--- config.mk ---
export PLATFORM = sky130hd
export DESIGN_NAME = hc_addsub
export DESIGN_NICKNAME = d
export VERILOG_FILES = /design/src/rtl/hc_pkg.sv /design/src/rtl/hc_pg_front.sv /design/src/rtl/hc_prefix_tree.sv /design/src/rtl/hc_sum_stage.sv /design/src/rtl/hc_addsub.sv
export SDC_FILE = /design/constraint.sdc
export NUM_CORES = 1
export LEC_CHECK = 0
export BUFFER_PORTS_ARGS = -buffer_cell sky130_fd_sc_hd__buf_4
export CAP_MARGIN = 20
export CORE_AREA = 3 3 106 108
export DETAILED_ROUTE_END_ITERATION = 10
export DIE_AREA = 0 0 109 111
export GPL_ROUTABILITY_DRIVEN = 0
export HOLD_SLACK_MARGIN = 0.15
export PLACE_DENSITY = 0.48
export SYNTH_ARGS = -nofsm -noshare
export SYNTH_HDL_FRONTEND = slang
export SYNTH_SLANG_ARGS = --single-unit
--- constraint.sdc ---
create_clock -name clk -period 11.1 [get_ports clk]
set_clock_uncertainty 0.2 [all_clocks]
set_input_delay 2.22 -clock clk [delete_from_list [all_inputs] [get_ports clk]]
set_output_delay 2.22 -clock clk [all_outputs]
set_load 0.03 [all_outputs]
--- src/rtl/hc_pkg.sv ---
package hc_pkg;

  typedef struct packed {
    logic g;
    logic p;
  } gp_t;

  // Combine a higher-significance group with the adjacent lower group.
  function automatic gp_t gp_merge(input gp_t hi, input gp_t lo);
    gp_t r;
    r.g = hi.g | (hi.p & lo.g);
    r.p = hi.p & lo.p;
    return r;
  endfunction

endpackage

--- src/rtl/hc_pg_front.sv ---
module hc_pg_front #(
  parameter int W = 32
) (
  input  logic [W-1:0] a,
  input  logic [W-1:0] b,
  input  logic         cin,
  input  logic         sub,
  output logic [W-1:0] g,
  output logic [W-1:0] p,
  output logic [W-1:0] hs,
  output logic         cin_eff
);
  logic [W-1:0] b_eff;

  assign b_eff   = b ^ {W{sub}};
  assign cin_eff = cin | sub;
  assign hs      = a ^ b_eff;

  for (genvar i = 0; i < W; i++) begin : g_bit
    if (i == 0) begin : g_lsb
      // fold the incoming carry into the lowest generate
      assign g[i] = (a[i] & b_eff[i]) | (hs[i] & cin_eff);
      assign p[i] = 1'b0;
    end else begin : g_rest
      assign g[i] = a[i] & b_eff[i];
      assign p[i] = hs[i];
    end
  end
endmodule

--- src/rtl/hc_prefix_tree.sv ---
module hc_prefix_tree
  import hc_pkg::*;
#(
  parameter int W = 32
) (
  input  logic [W-1:0] g_in,
  input  logic [W-1:0] p_in,
  output logic [W-1:0] g_out
);
  localparam int LG   = $clog2(W);
  localparam int NLEV = LG + 2;

  gp_t lv [NLEV][W];

  for (genvar i = 0; i < W; i++) begin : g_seed
    assign lv[0][i] = '{g: g_in[i], p: p_in[i]};
  end

  // dense stages on odd positions only
  for (genvar s = 0; s < LG; s++) begin : g_stage
    localparam int D = 1 << s;
    for (genvar i = 0; i < W; i++) begin : g_cell
      if ((i % 2 == 1) && (i >= D)) begin : g_merge
        assign lv[s+1][i] = gp_merge(lv[s][i], lv[s][i-D]);
      end else begin : g_pass
        assign lv[s+1][i] = lv[s][i];
      end
    end
  end

  // fill-in stage for even positions from the resolved odd neighbour
  for (genvar i = 0; i < W; i++) begin : g_fill
    if ((i % 2 == 0) && (i >= 2)) begin : g_merge
      assign lv[LG+1][i] = gp_merge(lv[LG][i], lv[LG][i-1]);
    end else begin : g_pass
      assign lv[LG+1][i] = lv[LG][i];
    end
    assign g_out[i] = lv[LG+1][i].g;
  end
endmodule

--- src/rtl/hc_sum_stage.sv ---
module hc_sum_stage #(
  parameter int W = 32
) (
  input  logic [W-1:0] hs,
  input  logic [W-1:0] grp_g,
  input  logic         cin_eff,
  output logic [W-1:0] sum,
  output logic         cout,
  output logic         ovf
);
  logic [W-1:0] c_into;

  assign c_into = {grp_g[W-2:0], cin_eff};
  assign sum    = hs ^ c_into;
  assign cout   = grp_g[W-1];
  assign ovf    = c_into[W-1] ^ grp_g[W-1];
endmodule

--- src/rtl/hc_addsub.sv ---
module hc_addsub #(
  parameter int W = 32
) (
  input  logic         clk,
  input  logic         rst,
  input  logic [W-1:0] op_a,
  input  logic [W-1:0] op_b,
  input  logic         carry_in,
  input  logic         sub_en,
  output logic [W-1:0] sum_q,
  output logic         carry_q,
  output logic         correct_q
);
  logic [W-1:0] g_bit, p_bit, hs_bit, g_grp, sum_d;
  logic         cin_eff, cout_d, ovf_d;

  hc_pg_front #(.W(W)) u_front (
    .a(op_a), .b(op_b), .cin(carry_in), .sub(sub_en),
    .g(g_bit), .p(p_bit), .hs(hs_bit), .cin_eff(cin_eff)
  );

  hc_prefix_tree #(.W(W)) u_tree (
    .g_in(g_bit), .p_in(p_bit), .g_out(g_grp)
  );

  hc_sum_stage #(.W(W)) u_sum (
    .hs(hs_bit), .grp_g(g_grp), .cin_eff(cin_eff),
    .sum(sum_d), .cout(cout_d), .ovf(ovf_d)
  );

  always_ff @(posedge clk) begin
    if (rst) begin
      sum_q     <= '0;
      carry_q   <= 1'b0;
      correct_q <= 1'b0;
    end else begin
      sum_q     <= sum_d;
      carry_q   <= cout_d;
      correct_q <= ~ovf_d;
    end
  end
endmodule

-- Word level (Yosys, flattened, before mapping)
Index checks and enable logic that the tools add are counted.
- flip-flop bits (word level): 34
- word-level logic and storage cells: 252
- bitwise logic cells: 249
- operator list (cell ; number):
    $and A1 B1 Y1 ; 162
    $xor A32 B32 Y32 ; 3
    $or A1 B1 Y1 ; 82
    $not A1 Y1 ; 1
    $xor A1 B1 Y1 ; 1

-- Depth between registers and ports, before layout
Gate-level depths: netlist (run 1).
- depth after elaboration: 16
- depth in mapped cells: 14
- gate-level depth less buffers: 12

-- Cells and area by module
Synthesis (run 1) repeated with hierarchy kept, for this count alone.
- cell total of the unflattened synthesis: 329
- area total of the unflattened synthesis: 2979.1 um2
- modules (own cells, without submodules) (module ; instances ; cells each ; sequential area each (um2) ; area each (um2)):
    hc_pg_front ; 1 ; 103 ; 0.0 ; 985.9
    hc_addsub ; 1 ; 71 ; 680.7 ; 934.6
    hc_prefix_tree ; 1 ; 121 ; 0.0 ; 762.0
    hc_sum_stage ; 1 ; 34 ; 0.0 ; 296.5

-- Worst setup path after synthesis (run 1)
OpenSTA, ideal clock, no wires.
- path kind: input -> register
- start point: input port sub_en
- end point: register correct_q
- setup time: 0.121 ns
- cell stages on the path: 14
- data required time: 10.779 ns
- buffers on the path: 2
- arrival time: 5.641 ns
- slack: 5.138 ns
- cells stage by stage: clkbuf_1 clkbuf_1 xnor2_1 fa_1 fa_1 nand2b_1 a21oi_1 o21ai_2 a211oi_2 or2_2 a31oi_1 fa_1 nor2b_1 mux2_4
- longest elaborated chain between the ends: 16
- elaborated cells between the ends (all ways): 168
- RTL lines (item ; RTL line ; RTL):
    start, declared ; hc_addsub.sv:9 ; input logic sub_en,
    $xor A32 B32 Y32 ; hc_pg_front.sv:15 ; assign b_eff = b ^ {W{sub}};
    $xor A32 B32 Y32 ; hc_pg_front.sv:17 ; assign hs = a ^ b_eff;
    $and A1 B1 Y1 ; hc_pg_front.sv:22 ; assign g[i] = (a[i] & b_eff[i]) | (hs[i] & cin_eff);
    $or A1 B1 Y1 ; hc_pg_front.sv:22 ;
    $and A1 B1 Y1 ; hc_pkg.sv:11 ; r.g = hi.g | (hi.p & lo.g);
    $or A1 B1 Y1 ; hc_pkg.sv:11 ;
    $and A1 B1 Y1 ; hc_pkg.sv:11 ;
    $or A1 B1 Y1 ; hc_pkg.sv:11 ;
    $and A1 B1 Y1 ; hc_pkg.sv:11 ;
    $or A1 B1 Y1 ; hc_pkg.sv:11 ;
    $and A1 B1 Y1 ; hc_pkg.sv:11 ;
    $or A1 B1 Y1 ; hc_pkg.sv:11 ;
    $and A1 B1 Y1 ; hc_pkg.sv:11 ;
    $or A1 B1 Y1 ; hc_pkg.sv:11 ;
    $xor A1 B1 Y1 * ; hc_sum_stage.sv:16 ; assign ovf = c_into[W-1] ^ grp_g[W-1];
    $not A1 Y1 * ; hc_addsub.sv:39 ; correct_q <= ~ovf_d;
    end signal, assigned ; hc_addsub.sv:39 ;
    end, declared ; hc_addsub.sv:12 ; output logic correct_q
Every way passes the cells marked *; elsewhere a longest branch is shown, timed or not.
A chain may end at the register's enable or synchronous reset.

-- Final worst setup path (run 1)
Ends and elaborated chain as after synthesis.

==> results of run 1 <==
layer usage:
metal	GRT usage [%]	share of wire (%)
met2	19.9	50
met4	2.27	0.93
met3	2.62	5.9
met5	0	0
met1	13.8	43
logic make-up (layout without fill, tap and decap cells):
logic type               Yosys count  in the layout
adder cells (fa/ha/maj)           47             47
AND/OR/NAND/NOR                   68             68
XOR/XNOR                          47             47
flip-flops                        34             34
buffers and inverters             33            134
multiplexers                       1              1
AO/OA/AOI/OAI                     53             53
state kept, by name, summed over array words and instances, names as in the netlist:
name	flops
carry_q	1
correct_q	1
sum_q	32
synthesized netlist by cell type, drive strengths merged, types with 3 or more instances:
cell     n  area (µm²)
a21o     4        30.0
a21oi   21         109
nor2b   12        75.1
o21ai   13        68.8
xor2    38         333
nand2   17        63.8
inv     25        93.8
dfxtp   34         681
xnor2    9        78.8
a211oi   3        32.5
ha      30         375
fa      17         340
clkbuf   6        22.5
nor2    31         116
critical path, delay by kind of cell:
family | cells | cell delay (ps)
multiplexers | 1 | 270
AND/OR/NAND/NOR | 3 | 510
adder cells (fa/ha/maj) | 3 | 1290
XOR/XNOR | 1 | 180
buffers and inverters | 1 | 440
AO/OA/AOI/OAI | 4 | 770
final cells by class:
type	count	area share, %
repair buffers	101	20.9
inverters	25	2.59
clock inverters	2	1.66
well taps	136	4.69
clock buffers	6	2.28
multi-input cells	216	49.1
flip-flops and latches	34	18.8
report_power, final:
group / switching (mW) / internal, mW
Clock: 0.0478 / 0.0958
Sequential: 0.00657 / 0.146
Combinational: 0.133 / 0.101
Total: 0.188 / 0.343
worst paths after layout:
kind / from / to / slack, ps / cells after the start
worst max-delay path: sub_en / correct_q / 5390 / 13
worst min-delay path: rst / sum_q[24] / 2120 / 2
==> impl_results.md, run 1 <==
- Mux share of post-synthesis cell area: 0.580%
- Placed cell area: 3480 µm²
- Worst Tran Pin Value: around 550 ps
- Crit Path Max Fanout: 33
- Prevailing post-synth register cell: dfxtp_1
- Final worst path period share: roughly half
- Routed len/inst: 12.4 µm
- Footprint of the multi-input gates: 1780 µm²
- Compound-Gate Fraction of Synth Area: 12.9%
- Cell Area, Synth: 2590 µm²
- Largest net degree at the start of global routing: 36
- First-pass GRT wire length: 10.8 mm
- Core Area: 10,300 µm²
- CP endpoint kind: register
- Vias in the first global route: 2,318
- Crit path time final: 5710 ps
- Syn Inst Count: 283
- Worst Path Required: 11,080 ps
- Number of synthesized flops with an enable pin: 0
- ANT nets after route: 0
- DRC viols: 0
- Overall Power: 531 µW
- Hpwl dp: 5.38 mm
- DR vias/cell: between 4 and 5
- DRT Wirelength: about 6.4 mm
- Adder-Cell Fraction of Synth Area: between 20% and 30%
- Num CTS Buffers: 5
- Most common cell after layout, fill and taps aside: buf_4
- Starting Density: 25.1%
- Worst EP arrival: roughly 5700 ps
- Total track usage: 11.3%
- Largest family of logic cells by synthesized area: adder cells
- Post-CTS setup buffer count: 0
- Finished Layout Cells: 520
- Finished Core Util: 35.1%
- P&R area growth vs syn: 40.1%
- TritonCTS clock tree: done
- Rows: 37
- Synthesized Nets: 398
- Fillers: 1,092
- Die footprint: 12,100 µm²
- Via count: roughly 2,100
- Max Cap Viol: 0
- Critical path's largest stage delay: about 450 ps
- Async SR Flop Fraction: 0%
- Setup Viol. Count Final: 0
- FF+latch count, synth: 34
- Synth cell types: 36
- Initial antenna violation count: 0
- Number of diodes: 0
- Fin. max-slew vios: 0
- Critical-path cell list: buf_4 > xnor2_1 > fa_1 > fa_1 > nand2b_1 > a21oi_1 > o21ai_2 > a211oi_2 > or2_2 > a31oi_1 > fa_1 > nor2b_1 > mux2_4
- Pwr per Cell Area: 146 nW/µm²
- # clock sinks: 34
- Critical Path Slowest Stage Cell: fa_1
- Simple-gate share of the synthesized area: 11.8%
- CTS clk-pin slew, worst paths: 80 ps
- Leak Pwr: 1.78 nW
- CP Launch Type: primary input
- Worst-case hold slack: about 2100 ps
- Cts-stage hold buffer count: 0
- Layout cell share with drive strength beyond 1: 29.9%
- Worst hold path type: in -> reg
- Max Freq: 175 MHz
- Status: finished, final reports clean
- Layout net count: 498
- Die Height: 111 µm
- Kind of critical path: in -> reg
- Reg area: around 700 µm²
- Peak VDD IR: 0.0538 mV
- Chip width: roughly 110 µm
- Initial DRC count: between 50 and 60
- Setup TNS: 0 ps
- CTS-repair resized insts: 0
- Most frequent cells in the layout: 101 x buf_4, 38 x xor2_1, 34 x dfxtp_1, 31 x nor2_1, 30 x ha_1
- I/O pins: 102
- Xor/xnor share of the synthesized area: 15.9%
- Max Root-Sink Buffers: 2
- Synth Area per Inst: 9.15 µm²
- Final worst slack: 5390 ps
- Aggregate global routing overflow: 0
- PortBufs: 101
- DR pass1 iterations: 4
- Seq/Total Area, Yosys: 26.3%
- Final instance area: 3630 µm²
- Yosys warns: 0
- Slew HR: a little under two thirds
- Placement Setup Slack: 5020 ps
- Htree depth: 2
- Cell mode on critical path: fa_1
- Hold Violations, Final: 0
- RSZ-0062 raised after global routing: no
- Clk root buf: clkbuf_8
- Dpl cells: 512
No activity file was read; power rests on OpenSTA's default activity.
==> run 2: changes to the inputs <==
Clock period 11.1 ns to 5.5 ns, I/O delays scaled along.
==> impl_results.md, run 2 (same netlist as run 1, synthesis figures left out) <==
- Status: finished, final reports clean
- Die footprint: 12,100 µm²
- Vias in the first global route: 2,282
- Critical path startpoint: sub_en
- Setup Viol. Count Final: 0
- Met1 Track Usage GR: around 14%
- Met3 usage in global routing: 2.33%
- Worst setup endpoint: correct_q
- Largest net degree at the start of global routing: 36
- CTS clk-pin slew, worst paths: ~80 ps
- Slew HR: 75.1%
- Max reg flops: 32
- Footprint of the multi-input gates: 1780 µm²
- Htree depth: 2
- Fillers: 1,078
- Chip width: 109 µm
- Gr busiest metal: met2
- Aggregate global routing overflow: 0
- Rows: 37
- ANT nets after route: 0
- I/O pins: 102
- Post-CTS setup buffer count: 0
- CP Launch Type: primary input
- Placement Setup Slack: 769 ps
- GR Layer Usage met2: 20.2%
- Kind of critical path: in -> reg
- Finished Layout Cells: around 520
- Number of diodes: 0
- Max Cap Viol: 0
- Worst hold path type: in -> reg
- DR pass1 iterations: 4
- First-pass GRT wire length: 10.8 mm
- CTS-repair resized insts: 0
- Max Root-Sink Buffers: 2
- Hold Violations, Final: 0
- # clock sinks: 34
- Most frequent cells in the layout: 102 x buf_4, 38 x xor2_1, 34 x dfxtp_1, 31 x nor2_1, 30 x ha_1
- Final instance area: 3590 µm²
- Final worst path period share: 79.2%
- CP endpoint kind: register
- PortBufs: approximately 100
- DR vias/cell: 4.13
- Placed cell area: 3490 µm²
- Starting Density: roughly a quarter
- Num CTS Buffers: 5
- Core Area: 10,300 µm²
- Reg area: 681 µm²
- Leak Pwr: roughly 1.8 nW
- Max Freq: 230 MHz
- Peak VDD IR: ~0.1 mV
- Routed len/inst: 13.1 µm
- Fin. max-slew vios: 0
- Hpwl dp: around 5.7 mm
- Largest Register: sum_q
- Pwr per Cell Area: between 200 and 300 nW/µm²
- Worst Path Required: 5480 ps
- Most common cell after layout, fill and taps aside: buf_4
- Dpl cells: 513
- Final worst slack: about 1100 ps
- Setup TNS: 0 ps
- Top flop regs: sum_q (32), carry_q (1), correct_q (1)
- Via count: 2,150
- Total track usage: 11.4%
- DRT Wirelength: 6.81 mm
- Crit Path Max Fanout: 17
- DRC viols: 0
- Cts-stage hold buffer count: 0
- TritonCTS clock tree: done
- RSZ-0062 raised after global routing: no
- Clk root buf: clkbuf_8
- Worst EP arrival: 4330 ps
- P&R area growth vs syn: 38.6%
- Die Height: around 110 µm
- Worst Tran Pin Value: roughly 360 ps
- Initial DRC count: 42
- Layout net count: 499
- Layout cell share with drive strength beyond 1: 30.1%
- Crit path time final: roughly 4400 ps
- Initial antenna violation count: 0
[run 2: how the worst min path moves through the flow]
stage | startpoint | to | cells past startpoint | slack, ps
6_report | op_a[28] | sum_q[28] | 3 | 1000
5_1_grt | op_a[4] | sum_q[4] | 3 | 1000
4_1_cts | op_a[4] | sum_q[4] | 3 | 990
3_5_place_dp | op_a[4] | sum_q[4] | 3 | 1300
3_3_place_gp | op_a[22] | sum_q[22] | 3 | 1290
2_1_floorplan | op_a[10] | sum_q[10] | 2 | 1170
[run 2: critical path, cell delays in order]
cell and delay [ps]:
buf_4 250, xnor2_1 140, fa_1 410, fa_1 400, nand2b_1 180, a21oi_1 270
o21ai_2 160, a211oi_2 250, or2_2 180, a31oi_1 110, fa_1 450, nor2b_1 150
mux2_4 270
[run 2: per-stage QoR]
step	power (mW)	hold WS [ps]	util (%)
6_report	0.990	996	34.7
5_1_grt	1.07	998	34.7
4_1_cts	1.01	988	34.7
3_5_place_dp	0.800	1300	33.8
3_3_place_gp	0.795	1290	33.8
2_1_floorplan	0.629	1170	-
[run 2: power by group]
part	switching [mW]	internal, mW	total, mW
Sequential	0.0136	0.294	0.308
Combinational	0.272	0.206	0.478
Clock	0.104	0.101	0.204
[run 2: layout make-up]
class,instances,share of cell area [%]
repair buffers,102,21.3
inverters,25,2.62
multi-input cells,216,49.7
well taps,136,4.74
flip-flops and latches,34,19.0
clock buffers,6,2.30
clock inverters,2,0.349
[run 2: layer usage]
layer,routed length (µm),up-vias
li1,-,1122
met1,2880,956
met2,3440,65
met3,439,7
met4,55,0
met5,0,-
==> run 3: changes to the inputs <==
Settings changed: PLACE_DENSITY 0.48 to 0.5.
Clock period 5.5 ns to 3.7 ns, I/O delays scaled along.
==> impl_results.md, run 3 (same netlist as run 1, synthesis figures left out) <==
- Worst Hold Depth: 3
- Vias in the first global route: 2,410
- DR pass1 iterations: 4
- Fillers: 1,069
- Number of diodes: 0
- DRC viols: 0
- # clock sinks: 34
- Max Root-Sink Buffers: 2
- PortBufs: 101
- Crit path time final: 3520 ps
- Placement Setup Slack: -176 ps
- Die footprint: 12,100 µm²
- Max Cap Viol: 0
- Cts-stage hold buffer count: 0
- Final worst slack: around 180 ps
- Finished Core Util: 38.5%
- Critical-path cell list: buf_4 > xnor2_4 > fa_2 > fa_2 > nand2b_4 > a21oi_4 > o21ai_4 > a2111oi_0 > a211o_1 > a21oi_1 > fa_1 > xor2_1 > nor2_1
- Critical Path Slowest Stage Cell: a2111oi_0
- Finished Layout Cells: 561
- Routed len/inst: approximately 12 µm
- Placed cell area: 3860 µm²
- ANT nets after route: 0
- DR vias/cell: 4.09
- Via count: ~2,300
- Leak Pwr: 1.97 nW
- Final instance area: 3970 µm²
- Hpwl dp: between 5 and 6 mm
- Worst Path Required: 3660 ps
- Pwr per Cell Area: 404 nW/µm²
- Max Freq: ~280 MHz
- I/O pins: 102
- Top flop regs: sum_q (32), carry_q (1), correct_q (1)
- CP endpoint kind: register
- Total track usage: 11.4%
- Worst hold path type: in -> reg
- Kind of critical path: in -> reg
- Dpl cells: 553
- Peak VDD IR: 0.156 mV
- Final worst path period share: 95.0%
- End of the worst hold path: sum_q[22]
- Cell mode on critical path: fa_2
- Max reg flops: 32
- Crit Path Max Fanout: 5
- Hold_sp: op_a[22]
- Worst-case hold slack: 636 ps
- Critical path's largest stage delay: about 420 ps
- Largest net degree at the start of global routing: 36
- Aggregate global routing overflow: 0
- Hold Violations, Final: 0
- Clk root buf: clkbuf_8
- First-pass GRT wire length: 11.0 mm
- Starting Density: 25.1%
- Status: finished, final reports clean
- Core Area: 10,300 µm²
- Overall Power: around 1.6 mW
- Rows: 37
- Num CTS Buffers: 5
- CP Launch Type: primary input
- P&R area growth vs syn: 53.5%
- TritonCTS clock tree: done
- Setup TNS: 0 ps
- DRT Wirelength: 6.86 mm
- Fin. max-slew vios: 0
- Initial antenna violation count: 0
- Initial DRC count: 33
- CTS clk-pin slew, worst paths: 70 ps
- Worst EP arrival: ~3500 ps
- Layout net count: ~540
- Largest Register: sum_q
- Slew HR: approximately 72%
- Most common cell after layout, fill and taps aside: buf_4
- Layout cell share with drive strength beyond 1: 38.4%
- RSZ-0062 raised after global routing: no
- Chip width: 109 µm
- Most frequent cells in the layout: 142 x buf_4, 38 x xor2_1, 34 x dfxtp_1, 31 x nor2_1, 30 x ha_1
- Die Height: between 100 and 150 µm
- Setup Viol. Count Final: 0
- Worst Tran Pin Value: 409 ps
- Htree depth: 2
==> run 3: timing repair <==
action,CTS,global route
endpoints found under the setup margin,0,1
setup buffers,0,0
gates resized for setup,0,3
==> run 3: layer usage <==
metal  wire length [µm]  vias to the layer above  track usage, %  share of wire [%]
li1                   -                     1196               -                  -
met1               3010                     1039            14.3                 44
met2               3410                       56            19.4                 50
met3                393                        5            2.68                5.7
met4                 46                        0            2.53               0.67
met5                  0                        -               0                  0
==> run 3: cell type report <==
class	count	area, µm²	area share [%]
Sequential cell	34	681	17.1
Multi-Input combinational cell	216	1860	46.7
Clock buffer	7	76.3	1.92
Tap cell	136	170	4.28
Inverter	25	93.8	2.36
Timing Repair Buffer	142	1070	26.8
Clock inverter	1	30.0	0.756
==> run 3: power breakdown <==
part / internal (mW) / switching (mW) / leakage (nW)
sequential: 0.437 / 0.0199 / 0.283
clock: 0.202 / 0.142 / 0.0524
combinational: 0.378 / 0.428 / 1.64
==> run 3: worst max-delay path, delay by kind of cell <==
family                   cells  cell delay (ps)
AND/OR/NAND/NOR              2              210
XOR/XNOR                     2              290
AO/OA/AOI/OAI                5              960
adder cells (fa/ha/maj)      3             1120
buffers and inverters        1              150
==> run 3: worst max-delay path by stage <==
stage | endpoint | slack (ps) | cells after the start | start
CTS | correct_q | 120 | 13 | sub_en
finish | sum_q[27] | 180 | 13 | sub_en
global placement | correct_q | -130 | 14 | sub_en
detailed placement | correct_q | -180 | 13 | sub_en
global route | correct_q | 10 | 14 | sub_en
floorplan | correct_q | -160 | 14 | sub_en
